<file path="src/rtl/phx_pkg.sv">
package phx_pkg;
  typedef enum logic [1:0] {
    PH_SEEK   = 2'd0,
    PH_LOCKED = 2'd1,
    PH_XFER   = 2'd2
  } phase_t;

  localparam logic [63:0] PHX_KEY_DEFAULT = 64'h5CA3_3AC5_5CA3_3AC5;
endpackage

</file>
<file path="src/rtl/phx_strobe.sv">
module phx_strobe (
  input  logic clk,
  input  logic rst,
  input  logic ce_n,
  input  logic oe_n,
  input  logic we_n,
  output logic act_o,
  output logic evt_o,
  output logic evt_wr_o
);
  logic act_q;

  // an access exists only while chip enable and one strobe are low
  assign act_o    = ~ce_n & (~oe_n | ~we_n);
  assign evt_o    = act_o & ~act_q;
  assign evt_wr_o = ~we_n;

  always_ff @(posedge clk) begin
    if (rst) act_q <= 1'b0;
    else     act_q <= act_o;
  end
endmodule

</file>
<file path="src/rtl/phx_seq.sv">
module phx_seq
  import phx_pkg::*;
#(
  parameter int          BITS = 64,
  parameter logic [BITS-1:0] KEY = PHX_KEY_DEFAULT[BITS-1:0],
  localparam int         PW   = $clog2(BITS)
) (
  input  logic          clk,
  input  logic          rst,
  input  logic          evt,
  input  logic          evt_wr,
  input  logic          din,
  input  logic          abort,
  output phase_t        phase_o,
  output logic [PW-1:0] ptr_o,
  output logic          unlock_o,
  output logic          xfer_hit_o,
  output logic          last_o
);
  phase_t        ph_q, ph_d;
  logic [PW-1:0] ptr_q, ptr_d;
  logic          last;
  logic          key_ok;

  assign last   = (ptr_q == PW'(BITS - 1));
  assign key_ok = (din == KEY[ptr_q]);

  always_comb begin
    ph_d  = ph_q;
    ptr_d = ptr_q;
    if (abort) begin
      ph_d  = PH_SEEK;
      ptr_d = '0;
    end else if (evt) begin
      unique case (ph_q)
        PH_SEEK: begin
          if (!evt_wr) begin
            ptr_d = '0;
          end else if (key_ok) begin
            if (last) begin
              ph_d  = PH_XFER;
              ptr_d = '0;
            end else begin
              ptr_d = ptr_q + 1'b1;
            end
          end else begin
            ph_d = PH_LOCKED;
          end
        end
        PH_LOCKED: begin
          if (!evt_wr) begin
            ph_d  = PH_SEEK;
            ptr_d = '0;
          end
        end
        PH_XFER: begin
          if (last) begin
            ph_d  = PH_SEEK;
            ptr_d = '0;
          end else begin
            ptr_d = ptr_q + 1'b1;
          end
        end
        default: begin
          ph_d  = PH_SEEK;
          ptr_d = '0;
        end
      endcase
    end
  end

  always_ff @(posedge clk) begin
    if (rst) begin
      ph_q  <= PH_SEEK;
      ptr_q <= '0;
    end else begin
      ph_q  <= ph_d;
      ptr_q <= ptr_d;
    end
  end

  assign phase_o    = ph_q;
  assign ptr_o      = ptr_q;
  assign last_o     = last;
  assign unlock_o   = evt & ~abort & (ph_q == PH_SEEK) & evt_wr & key_ok & last;
  assign xfer_hit_o = evt & ~abort & (ph_q == PH_XFER);
endmodule

</file>
<file path="src/rtl/phx_xfer.sv">
module phx_xfer #(
  parameter  int BITS = 64,
  localparam int PW   = $clog2(BITS)
) (
  input  logic            clk,
  input  logic            rst,
  input  logic            unlock,
  input  logic            xfer_hit,
  input  logic            evt_wr,
  input  logic            last,
  input  logic            din,
  input  logic [PW-1:0]   ptr,
  input  logic [BITS-1:0] tk_time,
  output logic            dq_o,
  output logic            load_o,
  output logic [BITS-1:0] data_o
);
  logic [BITS-1:0] snap_q;
  logic [BITS-1:0] wbuf_q;
  logic [BITS-1:0] merged;
  logic            all_wr_q;
  logic            dq_q;
  logic            load_q;
  logic [BITS-1:0] data_q;

  always_comb begin
    merged      = wbuf_q;
    merged[ptr] = din;
  end

  always_ff @(posedge clk) begin
    if (rst) begin
      snap_q   <= '0;
      wbuf_q   <= '0;
      all_wr_q <= 1'b0;
      dq_q     <= 1'b0;
      load_q   <= 1'b0;
      data_q   <= '0;
    end else begin
      load_q <= 1'b0;
      if (unlock) begin
        snap_q   <= tk_time;
        all_wr_q <= 1'b1;
      end
      if (xfer_hit) begin
        if (evt_wr) begin
          wbuf_q <= merged;
          if (last && all_wr_q) begin
            load_q <= 1'b1;
            data_q <= merged;
          end
        end else begin
          dq_q     <= snap_q[ptr];
          all_wr_q <= 1'b0;
        end
      end
    end
  end

  assign dq_o   = dq_q;
  assign load_o = load_q;
  assign data_o = data_q;
endmodule

</file>
<file path="src/rtl/phx_unlock_ctrl.sv">
module phx_unlock_ctrl
  import phx_pkg::*;
#(
  parameter int              BITS      = 64,
  parameter logic [BITS-1:0] KEY       = PHX_KEY_DEFAULT[BITS-1:0],
  parameter int              RSTEN_BIT = 36
) (
  input  logic            clk,
  input  logic            rst,
  input  logic            ce_n,
  input  logic            oe_n,
  input  logic            we_n,
  input  logic            dq0_in,
  input  logic            rst_pin_n,
  input  logic [BITS-1:0] tk_time_i,
  output logic            ram_ce_n,
  output logic            dq0_out,
  output logic            dq0_oe,
  output logic            tk_load,
  output logic [BITS-1:0] tk_data
);
  localparam int PW = $clog2(BITS);

  logic          act, evt, evt_wr;
  logic          abort;
  phase_t        phase;
  logic [PW-1:0] ptr;
  logic          unlock, xfer_hit, last;
  logic          blk_q, blk_d;
  logic          ram_ce_q, oe_q;

  assign abort = ~rst_pin_n & ~tk_time_i[RSTEN_BIT];

  phx_strobe u_strobe (
    .clk(clk), .rst(rst), .ce_n(ce_n), .oe_n(oe_n), .we_n(we_n),
    .act_o(act), .evt_o(evt), .evt_wr_o(evt_wr)
  );

  phx_seq #(.BITS(BITS), .KEY(KEY)) u_seq (
    .clk(clk), .rst(rst), .evt(evt), .evt_wr(evt_wr), .din(dq0_in),
    .abort(abort), .phase_o(phase), .ptr_o(ptr), .unlock_o(unlock),
    .xfer_hit_o(xfer_hit), .last_o(last)
  );

  phx_xfer #(.BITS(BITS)) u_xfer (
    .clk(clk), .rst(rst), .unlock(unlock), .xfer_hit(xfer_hit),
    .evt_wr(evt_wr), .last(last), .din(dq0_in), .ptr(ptr),
    .tk_time(tk_time_i), .dq_o(dq0_out), .load_o(tk_load), .data_o(tk_data)
  );

  // the blocking decision is made at the access start and held until it ends
  assign blk_d = act & (evt ? xfer_hit : blk_q);

  always_ff @(posedge clk) begin
    if (rst) begin
      blk_q    <= 1'b0;
      ram_ce_q <= 1'b1;
      oe_q     <= 1'b0;
    end else begin
      blk_q    <= blk_d;
      ram_ce_q <= ce_n | blk_d;
      oe_q     <= act & (evt ? (xfer_hit & ~evt_wr) : oe_q);
    end
  end

  assign ram_ce_n = ram_ce_q;
  assign dq0_oe   = oe_q;
endmodule

</file>
<file path="config.mk">
export PLATFORM = sky130hd
export DESIGN_NAME = phx_unlock_ctrl
export DESIGN_NICKNAME = d
export VERILOG_FILES = /design/src/rtl/phx_pkg.sv /design/src/rtl/phx_strobe.sv /design/src/rtl/phx_seq.sv /design/src/rtl/phx_xfer.sv /design/src/rtl/phx_unlock_ctrl.sv
export SDC_FILE = /design/constraint.sdc
export NUM_CORES = 1
export LEC_CHECK = 0
export ABC_AREA = 1
export BUFFER_PORTS_ARGS = -buffer_cell sky130_fd_sc_hd__buf_2
export CAP_MARGIN = 10
export CORE_MARGIN = 5
export CORE_UTILIZATION = 46
export CTS_BUF_LIST = sky130_fd_sc_hd__clkbuf_16
export CTS_CLUSTER_DIAMETER = 150
export DETAILED_ROUTE_END_ITERATION = 8
export PLACE_DENSITY = 0.73
export SYNTH_ARGS = -nofsm -noshare
export SYNTH_HDL_FRONTEND = slang
export SYNTH_SLANG_ARGS = --single-unit
export TNS_END_PERCENT = 5
</file>
<file path="constraint.sdc">
create_clock -name clk -period 4.6 [get_ports clk]
set_clock_uncertainty 0.2 [all_clocks]
set_input_delay 0.69 -clock clk [delete_from_list [all_inputs] [get_ports clk]]
set_output_delay 0.69 -clock clk [all_outputs]
set_load 0.005 [all_outputs]
</file>
After elaboration in Yosys (flattened, before gate mapping)
Memory sizes are Yosys's and may differ from the RTL's. A register that Yosys moved wholly into a read port is not among the register bits.
Index checks and enable logic that the tools add are counted.
{"block": "op_classes", "add_sub_neg": 1, "order_cmp": 2, "n_eq_ne": 9, "n_mux": 25, "bitwise_logic": 22, "reduce_logical": 10}
{"cell": "64-bit bitwise mux", "n": 1}
{"cell": "6-bit 2-to-1 mux", "n": 6}
{"cell": "6-bit one-hot mux with 3 select lines", "n": 1}
{"cell": "1-bit bitwise AND", "n": 12}
{"cell": "2-bit 2-to-1 mux", "n": 5}
{"cell": "1-bit 2-to-1 mux", "n": 9}
{"cell": "1-bit NOT", "n": 8}
{"cell": "6-bit by 7-bit less-than comparator with 1-bit output, second input constant", "n": 1}
{"cell": "6-bit by 1-bit adder with 6-bit output, second input constant", "n": 1}
{"cell": "1-bit binary-select mux with 6-bit select", "n": 1}
{"cell": "1-bit demux with 6-bit select", "n": 1}
{"cell": "6-bit equality test, second input constant", "n": 1}
{"cell": "6-bit by 1-bit greater-or-equal comparator with 1-bit output, second input constant", "n": 1}
{"cell": "3-bit by 2-bit inequality test with 1-bit output, second input constant", "n": 2}
{"cell": "2-bit one-hot mux with 3 select lines", "n": 1}
{"cell": "3-bit AND reduction", "n": 2}
{"cell": "5-bit AND reduction", "n": 1}
{"cell": "2-bit inequality test, second input constant", "n": 2}
{"cell": "2-bit AND reduction", "n": 2}
{"cell": "3-bit OR reduction", "n": 1}
{"cell": "2-bit by 1-bit equality test with 1-bit output, second input constant", "n": 1}
{"cell": "2-bit equality test, second input constant", "n": 1}
{"cell": "1-bit logical AND", "n": 2}
{"cell": "2-bit logical NOT", "n": 1}
{"cell": "4 further kinds", "n": 5}
{"block": "word_totals", "ff_bits": 207, "rom_bits": 64, "in_bits": 71, "output_inout_bits": 68, "word_cells": 82, "mem_count": 1}
{"memory": "(name not given)", "depth": 64, "width": 1, "read_ports": 1, "rd_ports_with_merged_regs": 1, "write_ports": 0, "line_no": "phx_seq.sv:26", "rtl": "assign key_ok = (din == KEY[ptr_q]);"}

Longest topological paths before layout
Gate-level depths: netlist of the first run.
{"block": "logic_depth", "word_depth": 12, "depth_mapped": 14, "ltp_nobuf": 13}

Hierarchy
Synthesis of the first run repeated with hierarchy kept, for this count alone.
{"block": "unflattened", "hier_cells": 1446, "area_unflattened_um2": 10004.6}
{"mod": "phx_xfer", "instances": 1, "cells_each": 1295, "area_per_inst_um2": 9014.9, "seq_area_each_um2": 3903.7}
{"mod": "phx_seq", "instances": 1, "cells_each": 125, "area_per_inst_um2": 818.3, "seq_area_each_um2": 180.2}
{"mod": "phx_unlock_ctrl", "instances": 1, "cells_each": 18, "area_per_inst_um2": 122.6, "seq_area_each_um2": 60.1}
{"mod": "phx_strobe", "instances": 1, "cells_each": 8, "area_per_inst_um2": 48.8, "seq_area_each_um2": 20.0}

Least setup slack after synthesis of the first run
Ideal clock, no wire load.
{"block": "synth_timing", "kind": "in2reg", "start": "input port we_n", "end": "register u_xfer.data_q[10], in the netlist u_xfer.data_o[10]", "setup_ns": 0.116, "t_arrival_ns": 1.878, "required_ns": 4.284, "path_slack_ns": 2.407, "stages": 10, "path_buffers": 2, "cell_sequence": "buf_6 > nand2_2 > nand3_2 > a21oi_2 > nand2_2 > nor2_4 > nand3_1 > clkbuf_1 > o21ai_0 > nor2_1"}
{"block": "synth_between", "elab_chain_cells": 7}
{"item": "start: declaration", "line_no": "phx_unlock_ctrl.sv:12", "rtl": "input logic we_n,"}
{"item": "1-bit NOT (no line) (*)"}
{"item": "1-bit OR", "line_no": "phx_strobe.sv:14", "rtl": "assign act_o = ~ce_n & (~oe_n | ~we_n);"}
{"item": "1-bit bitwise AND", "line_no": "phx_strobe.sv:14"}
{"item": "1-bit bitwise AND", "line_no": "phx_strobe.sv:15", "rtl": "assign evt_o = act_o & ~act_q;"}
{"item": "1-bit bitwise AND (2 in series)", "line_no": "phx_seq.sv:86", "rtl": "assign xfer_hit_o = evt & ~abort & (ph_q == PH_XFER);"}
{"item": "3-bit AND reduction (no line) (*)"}
{"item": "end signal: assignment", "line_no": "phx_xfer.sv:50", "rtl": "data_q <= merged;"}
{"item": "end: declaration", "line_no": "phx_xfer.sv:24", "rtl": "logic [BITS-1:0] data_q;"}
Every way passes the cells marked *; elsewhere a longest branch is shown, timed or not.
A chain may end at the register's enable or synchronous reset.

Final worst setup path of the first run
{"block": "layout_timing", "start": "register u_seq.ptr_q[3], in the netlist u_seq.ptr_o[3]", "end": "register u_xfer.data_q[3], in the netlist u_xfer.data_o[3]"}
{"block": "layout_between", "elab_chain_cells": 5, "word_cells_on_any_way": 9, "cone_classes": "order compare (2); eq/ne (1); mux (3); reduce/logical (3)"}
{"item": "start: declaration", "line_no": "phx_seq.sv:21", "rtl": "logic [PW-1:0] ptr_q, ptr_d;"}
{"item": "start signal: assignment", "line_no": "phx_seq.sv:78", "rtl": "ptr_q <= ptr_d;"}
{"item": "6-bit by 7-bit less-than comparator with 1-bit output (not written as such) / 6-bit by 1-bit greater-or-equal comparator with 1-bit output (equally long branches)", "line_no": "phx_xfer.sv:28", "rtl": "merged[ptr] = din;"}
{"item": "1-bit logical AND (not written as such)", "line_no": "phx_xfer.sv:28"}
{"item": "1-bit 2-to-1 mux (not written as such)", "line_no": "phx_xfer.sv:28"}
{"item": "1-bit demux with 6-bit select"}
{"item": "64-bit bitwise mux", "line_no": "phx_xfer.sv:28"}
Several ways; a longest one is shown, not always the timed one.

==> results of run 1 <==
[layer usage]
metal  up-vias  global-route usage [%]
met4         0                   4.669
met2       266                   32.40
li1       4527                       -
met3        38                   2.873
met5         -                       0
met1      3918                   29.66
[final cells by class]
class                      instances  area, µm²  share of cell area [%]
sequential                       208       4165                   39.31
clock inverter                    18      141.4                   1.334
inverter                         112      422.9                   3.991
timing repair buffer             154      823.3                   7.770
tap                              265      331.6                   3.129
multi-input combinational        920       4161                   39.27
clock buffer                      22      550.5                   5.195
[worst max-delay path: cells and delay by family (launching register included)]
kind	cells	cell delay [ns]
simple gates	3	1.22
flops	1	0.53
compound gates	2	0.32
buf+inv	2	0.71
[per-stage QoR]
step / power, µW / instance area (µm²)
after floorplan: 1996 / 9168
after detailed placement: 2074 / 9905
final: 3742 / 10600
after CTS: 3769 / 10600
after global placement: 2072 / 9905
after global routing: 3873 / 10600
[final timing paths]
path	to	slack, ns	depth (start not counted)
max	u_xfer.data_o[3]	1.48	7
min	ram_ce_n	0.23	3
max reg2reg	u_xfer.data_o[3]	1.48	7
min reg2reg	u_xfer.snap_q[49]	0.24	2
[state kept, by name, indices dropped and copies added, names as in the netlist, 2 cells and up, named ones only]
register,flops
u_seq.ptr_o,6
u_xfer.snap_q,64
u_xfer.data_o,64
u_xfer.wbuf_q,64
u_seq.phase_o,2
[power by group through the flow]
stage	clock, µW	combinational [µW]	sequential [µW]
2_1_floorplan	0	142	1850
3_3_place_gp	0	216	1860
3_5_place_dp	0	218	1860
4_1_cts	1730	219	1820
5_1_grt	1810	248	1820
6_report	1710	220	1820
[cells by family (layout without fill, tap and decap cells)]
kind of cell,after synthesis,after routing
buffers and inverters,210,306
DFF,208,208
and+or+nand+nor,468,468
xor gates and xnor gates,1,1
AOI/OAI and AO/OA,450,450
adders and majority gates,1,1
[cell usage after synthesis]
master    count
o211ai_1      2
buf_1         4
o21ai_0     248
a31oi_1      25
nand2_1     221
inv_1       110
dfxtp_1     208
a21oi_2       1
a21boi_0      1
inv_2         2
buf_2        25
nor2_4        1
nor4_4        1
o21ai_1       2
o21a_1        1
nand2_2       3
nor3_1        6
nor2_1      207
buf_6         2
xor2_1        1
buf_4         2
ha_1          1
a211oi_1      1
a21oi_1     169
clkbuf_1     65
nand3_2       1
nand3_1      26
nand4_1       2
==> flow_summary.json, run 1 <==
{
  "yosysTopAreaCell": "dfxtp_1",
  "via_per_inst": 5.149,
  "layout_common_cells": "248 x o21ai_0, 221 x nand2_1, 207 x nor2_1, 207 x dfxtp_1, 169 x a21oi_1",
  "finalHoldViolations": 0,
  "p_sw_uw": 881.4,
  "critPathMaxStageDelay_ns": 0.63,
  "slowest_stage": "nor2_1",
  "cp.required_ns": 4.83,
  "cp-end-kind": "flop",
  "post_cts_resized": 0,
  "grt_usage_pct": 20.45,
  "drtIter0Drc": 674,
  "num_antenna_cells": 0,
  "path_class": "flop to flop",
  "wl_met3_um": 1626,
  "final_common_cell": "o21ai_0",
  "ctsHoldBuffers": 0,
  "hold_class": "input pin to flop",
  "avgRoutedWirePerCell_um": 14.02,
  "grt_pass1_wl_um": 38970,
  "clock_path_buffers": 3,
  "maxSlewHeadroom_pct": 23.16,
  "rr_startpoint": "u_seq.ptr_o[3]",
  "ys.warnings.count": 0,
  "power_density_nw_per_um2": 353.2,
  "hpwl_um": 15440,
  "clk_pin_slew_ns": 0.06,
  "overflow": 0,
  "startpoint": "u_seq.ptr_o[3]",
  "switching_share_pct": 23.55,
  "postSynthCellCount": 1338,
  "grt_pass1_vias": 7947,
  "seqPwrFrac_pct": 48.5,
  "die_x_um": 151.2,
  "met1_length_um": 11170,
  "n_fill_cell": 1964,
  "die_area_um2": 22850,
  "grt_setup_unrepaired": "no",
  "drive_gt1_share_pct": 13.74,
  "p_int_uw": 2861,
  "yosysSeqAreaShare_pct": 45.42,
  "wl_um": 23810,
  "synth.area.mux_share_pct": 0,
  "cap_violations": 0,
  "fin_crit_ns": 3.122,
  "drc": 0,
  "fmax_mhz": 320.3,
  "cp_cell_sequence": "inv_2 -> nor2_1 -> nand2_1 -> nor4_4 -> buf_4 -> o21ai_0 -> a21oi_1",
  "hp-start": "ce_n",
  "top_layer_used": "met4",
  "grt_max_degree": 114,
  "leakagePower_uw": 0.004495,
  "port_buffers": 138,
  "cts-buffers-inserted": 22,
  "peakVddDrop_mv": 0.2096,
  "hold_ws_ns": 0.2284,
  "finalSetupViolCount": 0,
  "synth_top_area_share_pct": 45.42,
  "ys_types": 28,
  "gp_congestion": 0.8315,
  "finalMaxSlewViolations": 0,
  "syn_nets": 1410,
  "rows": 51,
  "utilization_pct": 54.27,
  "synth.cell_area_um2": 9168,
  "initial_core_util_pct": 46.95,
  "area_growth_pct": 15.59,
  "yosys.area_share.simple_pct": 20.08,
  "yosys.area_share.xor_xnor_pct": 0.09554,
  "final_antenna_net_count": 0,
  "dr.pass1.iters": 5,
  "comb_power_share_pct": 5.9,
  "vias": 8749,
  "post_cts_buffers": 0,
  "core-area_um2": 19530,
  "worst_pin_slew_ns": 1.144,
  "synth_compound_area_share_pct": 25.09,
  "placedCellCount": 1659,
  "instances_no_fill": 1699,
  "fin_ws_ns": 1.478,
  "fin_crit_sh_pct": 67.87,
  "antenna_found_initial": 0,
  "arrival_ns": 3.35,
  "status": "complete, no violations",
  "cts_tree": "built",
  "synth_seq_cells": 208,
  "pre_cts_ws_ns": 1.465,
  "syn_area_per_cell_um2": 6.852,
  "synthTopCellsByArea": "dfxtp_1 45%, o21ai_0 14%, a21oi_1 9.2%",
  "cts_root_buf": "clkbuf_16",
  "io_pins": 139,
  "synth_top_family_by_area": "compound AO/OA/AOI/OAI gates",
  "tns_ns": 0,
  "die_y_um": 151.2,
  "start_kind": "flop",
  "worst-path-max-fanout": 87,
  "clkSinkCount": 208,
  "wl_met2_um": 10610,
  "clkPwrFrac_pct": 45.6,
  "clk_latency_ns": 0.50,
  "synth_fa_ha_area_share_pct": 0.1365,
  "finalNetCount": 1490,
  "htree_levels": 1
}
Note: power is estimated with default switching activity, not from simulation.
==> run 2: changes to the inputs <==
- PLACE_DENSITY: 0.73 -> 0.75
- clock period: 4.6 -> 2.8 ns (I/O delays scaled with it)
==> run 2 against run 1 <==
  * Critical path depth is 1 higher
  * Via count grew 1.0%
  * Combinational power is 71% higher
  * Hold slack got worse by 0.23 ns
  * Design area up 3.4%
  * Setup slack worse by 1.0 ns
  * First-iteration DRC count increased by 4.3%
  * Register-to-register slack got worse by 1.0 ns
  * Total power increased by 72%
  * Core utilization grew 1.8 points
  * Critical path type unchanged
==> flow_summary.json, run 2 (synthesized netlist as in run 1, its figures left out) <==
{
  "post_cts_resized": 0,
  "instances_no_fill": 1730,
  "layout_common_cells": "248 x o21ai_0, 221 x nand2_1, 207 x nor2_1, 207 x dfxtp_1, 169 x a21oi_1",
  "core-area_um2": 19530,
  "slowest_stage": "dfxtp_1",
  "htree_levels": 1,
  "peakVddDrop_mv": 0.3174,
  "placedCellCount": 1668,
  "n_fill_cell": 1882,
  "clk_latency_ns": 0.51,
  "multi_input_area_um2": 4161,
  "hold_path_end": "u_xfer.snap_q[8]",
  "fin_area_um2": 10960,
  "io_pins": 139,
  "grt_usage_pct": 20.32,
  "dr.pass1.iters": 5,
  "worst-path-max-fanout": 87,
  "tns_ns": 0,
  "die_x_um": 151.2,
  "r2r_slack_ns": 0.46,
  "port_buffers": 138,
  "gp_congestion": 0.8997,
  "finalNetCount": 1518,
  "fin_crit_sh_pct": 83.70,
  "cap_violations": 0,
  "die_area_um2": 22850,
  "drtIter0Drc": 703,
  "hold_depth": 3,
  "avgRoutedWirePerCell_um": 13.62,
  "leakagePower_uw": 0.004649,
  "rows": 51,
  "hp-start": "tk_time_i[8]",
  "drive_gt1_share_pct": 14.08,
  "cp_cell_sequence": "ha_1 -> nand2_1 -> inv_1 -> nand2_1 -> nor4_4 -> buf_12 -> o21ai_0 -> a21oi_1",
  "ff2ff_path_depth": 8,
  "clock_path_buffers": 3,
  "clkSinkCount": 208,
  "final_common_cell": "o21ai_0",
  "worst_pin_slew_ns": 0.8540,
  "grt_pass1_wl_um": 38910,
  "critPathMaxStageDelay_ns": 0.48,
  "final_antenna_net_count": 0,
  "grt_pass1_vias": 8114,
  "cts_root_buf": "clkbuf_16",
  "status": "complete, no violations",
  "finalMaxSlewViolations": 0,
  "overflow": 0,
  "drc": 0,
  "path_class": "flop to flop",
  "area_growth_pct": 19.50,
  "utilization_pct": 56.11,
  "finalHoldViolations": 0,
  "maxSlewHeadroom_pct": 42.98,
  "clk_pin_slew_ns": 0.06,
  "hold_class": "input pin to flop",
  "finalSetupViolCount": 0,
  "arrival_ns": 2.57,
  "start_kind": "flop",
  "power_density_nw_per_um2": 588.7,
  "rr_startpoint": "u_seq.ptr_o[1]",
  "cts-buffers-inserted": 23,
  "regArea_um2": 4165,
  "vias": 8838,
  "fmax_mhz": 426.7,
  "cp-end-kind": "flop",
  "hpwl_um": 15170,
  "fin_crit_ns": 2.344,
  "via_per_inst": 5.109,
  "ctsHoldBuffers": 18,
  "cts_tree": "built",
  "antenna_found_initial": 2,
  "post_cts_buffers": 0,
  "hold_ws_ns": 0.002756,
  "cpMostUsedCell": "nand2_1",
  "initial_core_util_pct": 46.95,
  "die_y_um": 151.2,
  "placed_cell_area_um2": 9997,
  "grt_setup_unrepaired": "no",
  "cp.required_ns": 3.02,
  "worstReg2RegEnd": "u_xfer.data_o[6]",
  "grt_max_degree": 130,
  "wl_um": 23560
}
run 2: where the power goes:
group | internal (µW) | total (µW) | switching [µW]
clock network | 1870 | 3080 | 1220
registers | 2970 | 2990 | 15.4
logic | 130 | 376 | 247
run 2: worst max path at each step:
| stage | start | endpoint | cells past startpoint | slack (ns) |
|---|---|---|---|---|
| after floorplan | we_n | u_xfer.data_o[10] | 10 | 0.88 |
| after global placement | we_n | u_xfer.wbuf_q[34] | 9 | 0.54 |
| after detailed placement | we_n | u_xfer.wbuf_q[24] | 9 | 0.45 |
| after CTS | ce_n | u_xfer.wbuf_q[28] | 10 | 0.51 |
| after global routing | u_seq.ptr_o[1] | u_xfer.data_o[41] | 8 | 0.20 |
| final | u_seq.ptr_o[1] | u_xfer.data_o[6] | 8 | 0.46 |
run 2: stage by stage:
step | setup slack [ns] | power, µW
finish | 0.4565 | 6450
global route | 0.2033 | 6672
CTS | 0.5057 | 6498
detailed placement | 0.4543 | 3409
global placement | 0.5420 | 3403
floorplan | 0.8766 | 3280
run 2: worst max-delay path: cells and delay by family, from the launching register on:
| family | cells | cell delay, ns |
|---|---|---|
| fa+ha+maj | 1 | 0.24 |
| simple gates | 3 | 0.54 |
| buf+inv | 2 | 0.46 |
| flops | 1 | 0.48 |
| compound gates | 2 | 0.26 |
run 2: area by class of cell:
type | instances | area share [%]
diodes | 2 | 0.04568
clock buffers | 23 | 5.254
clock inverters | 19 | 1.804
inverters | 112 | 3.860
multi-input cells | 920 | 37.99
flip-flops and latches | 208 | 38.02
well taps | 265 | 3.026
repair buffers | 181 | 10.00
run 2: metal layers:
metal	routed length, µm	track usage, %	vias up
met4	482	5.576	0
met1	10710	27.86	3939
met5	0	0	-
li1	-	-	4589
met3	1607	3.621	38
met2	10760	33.07	272
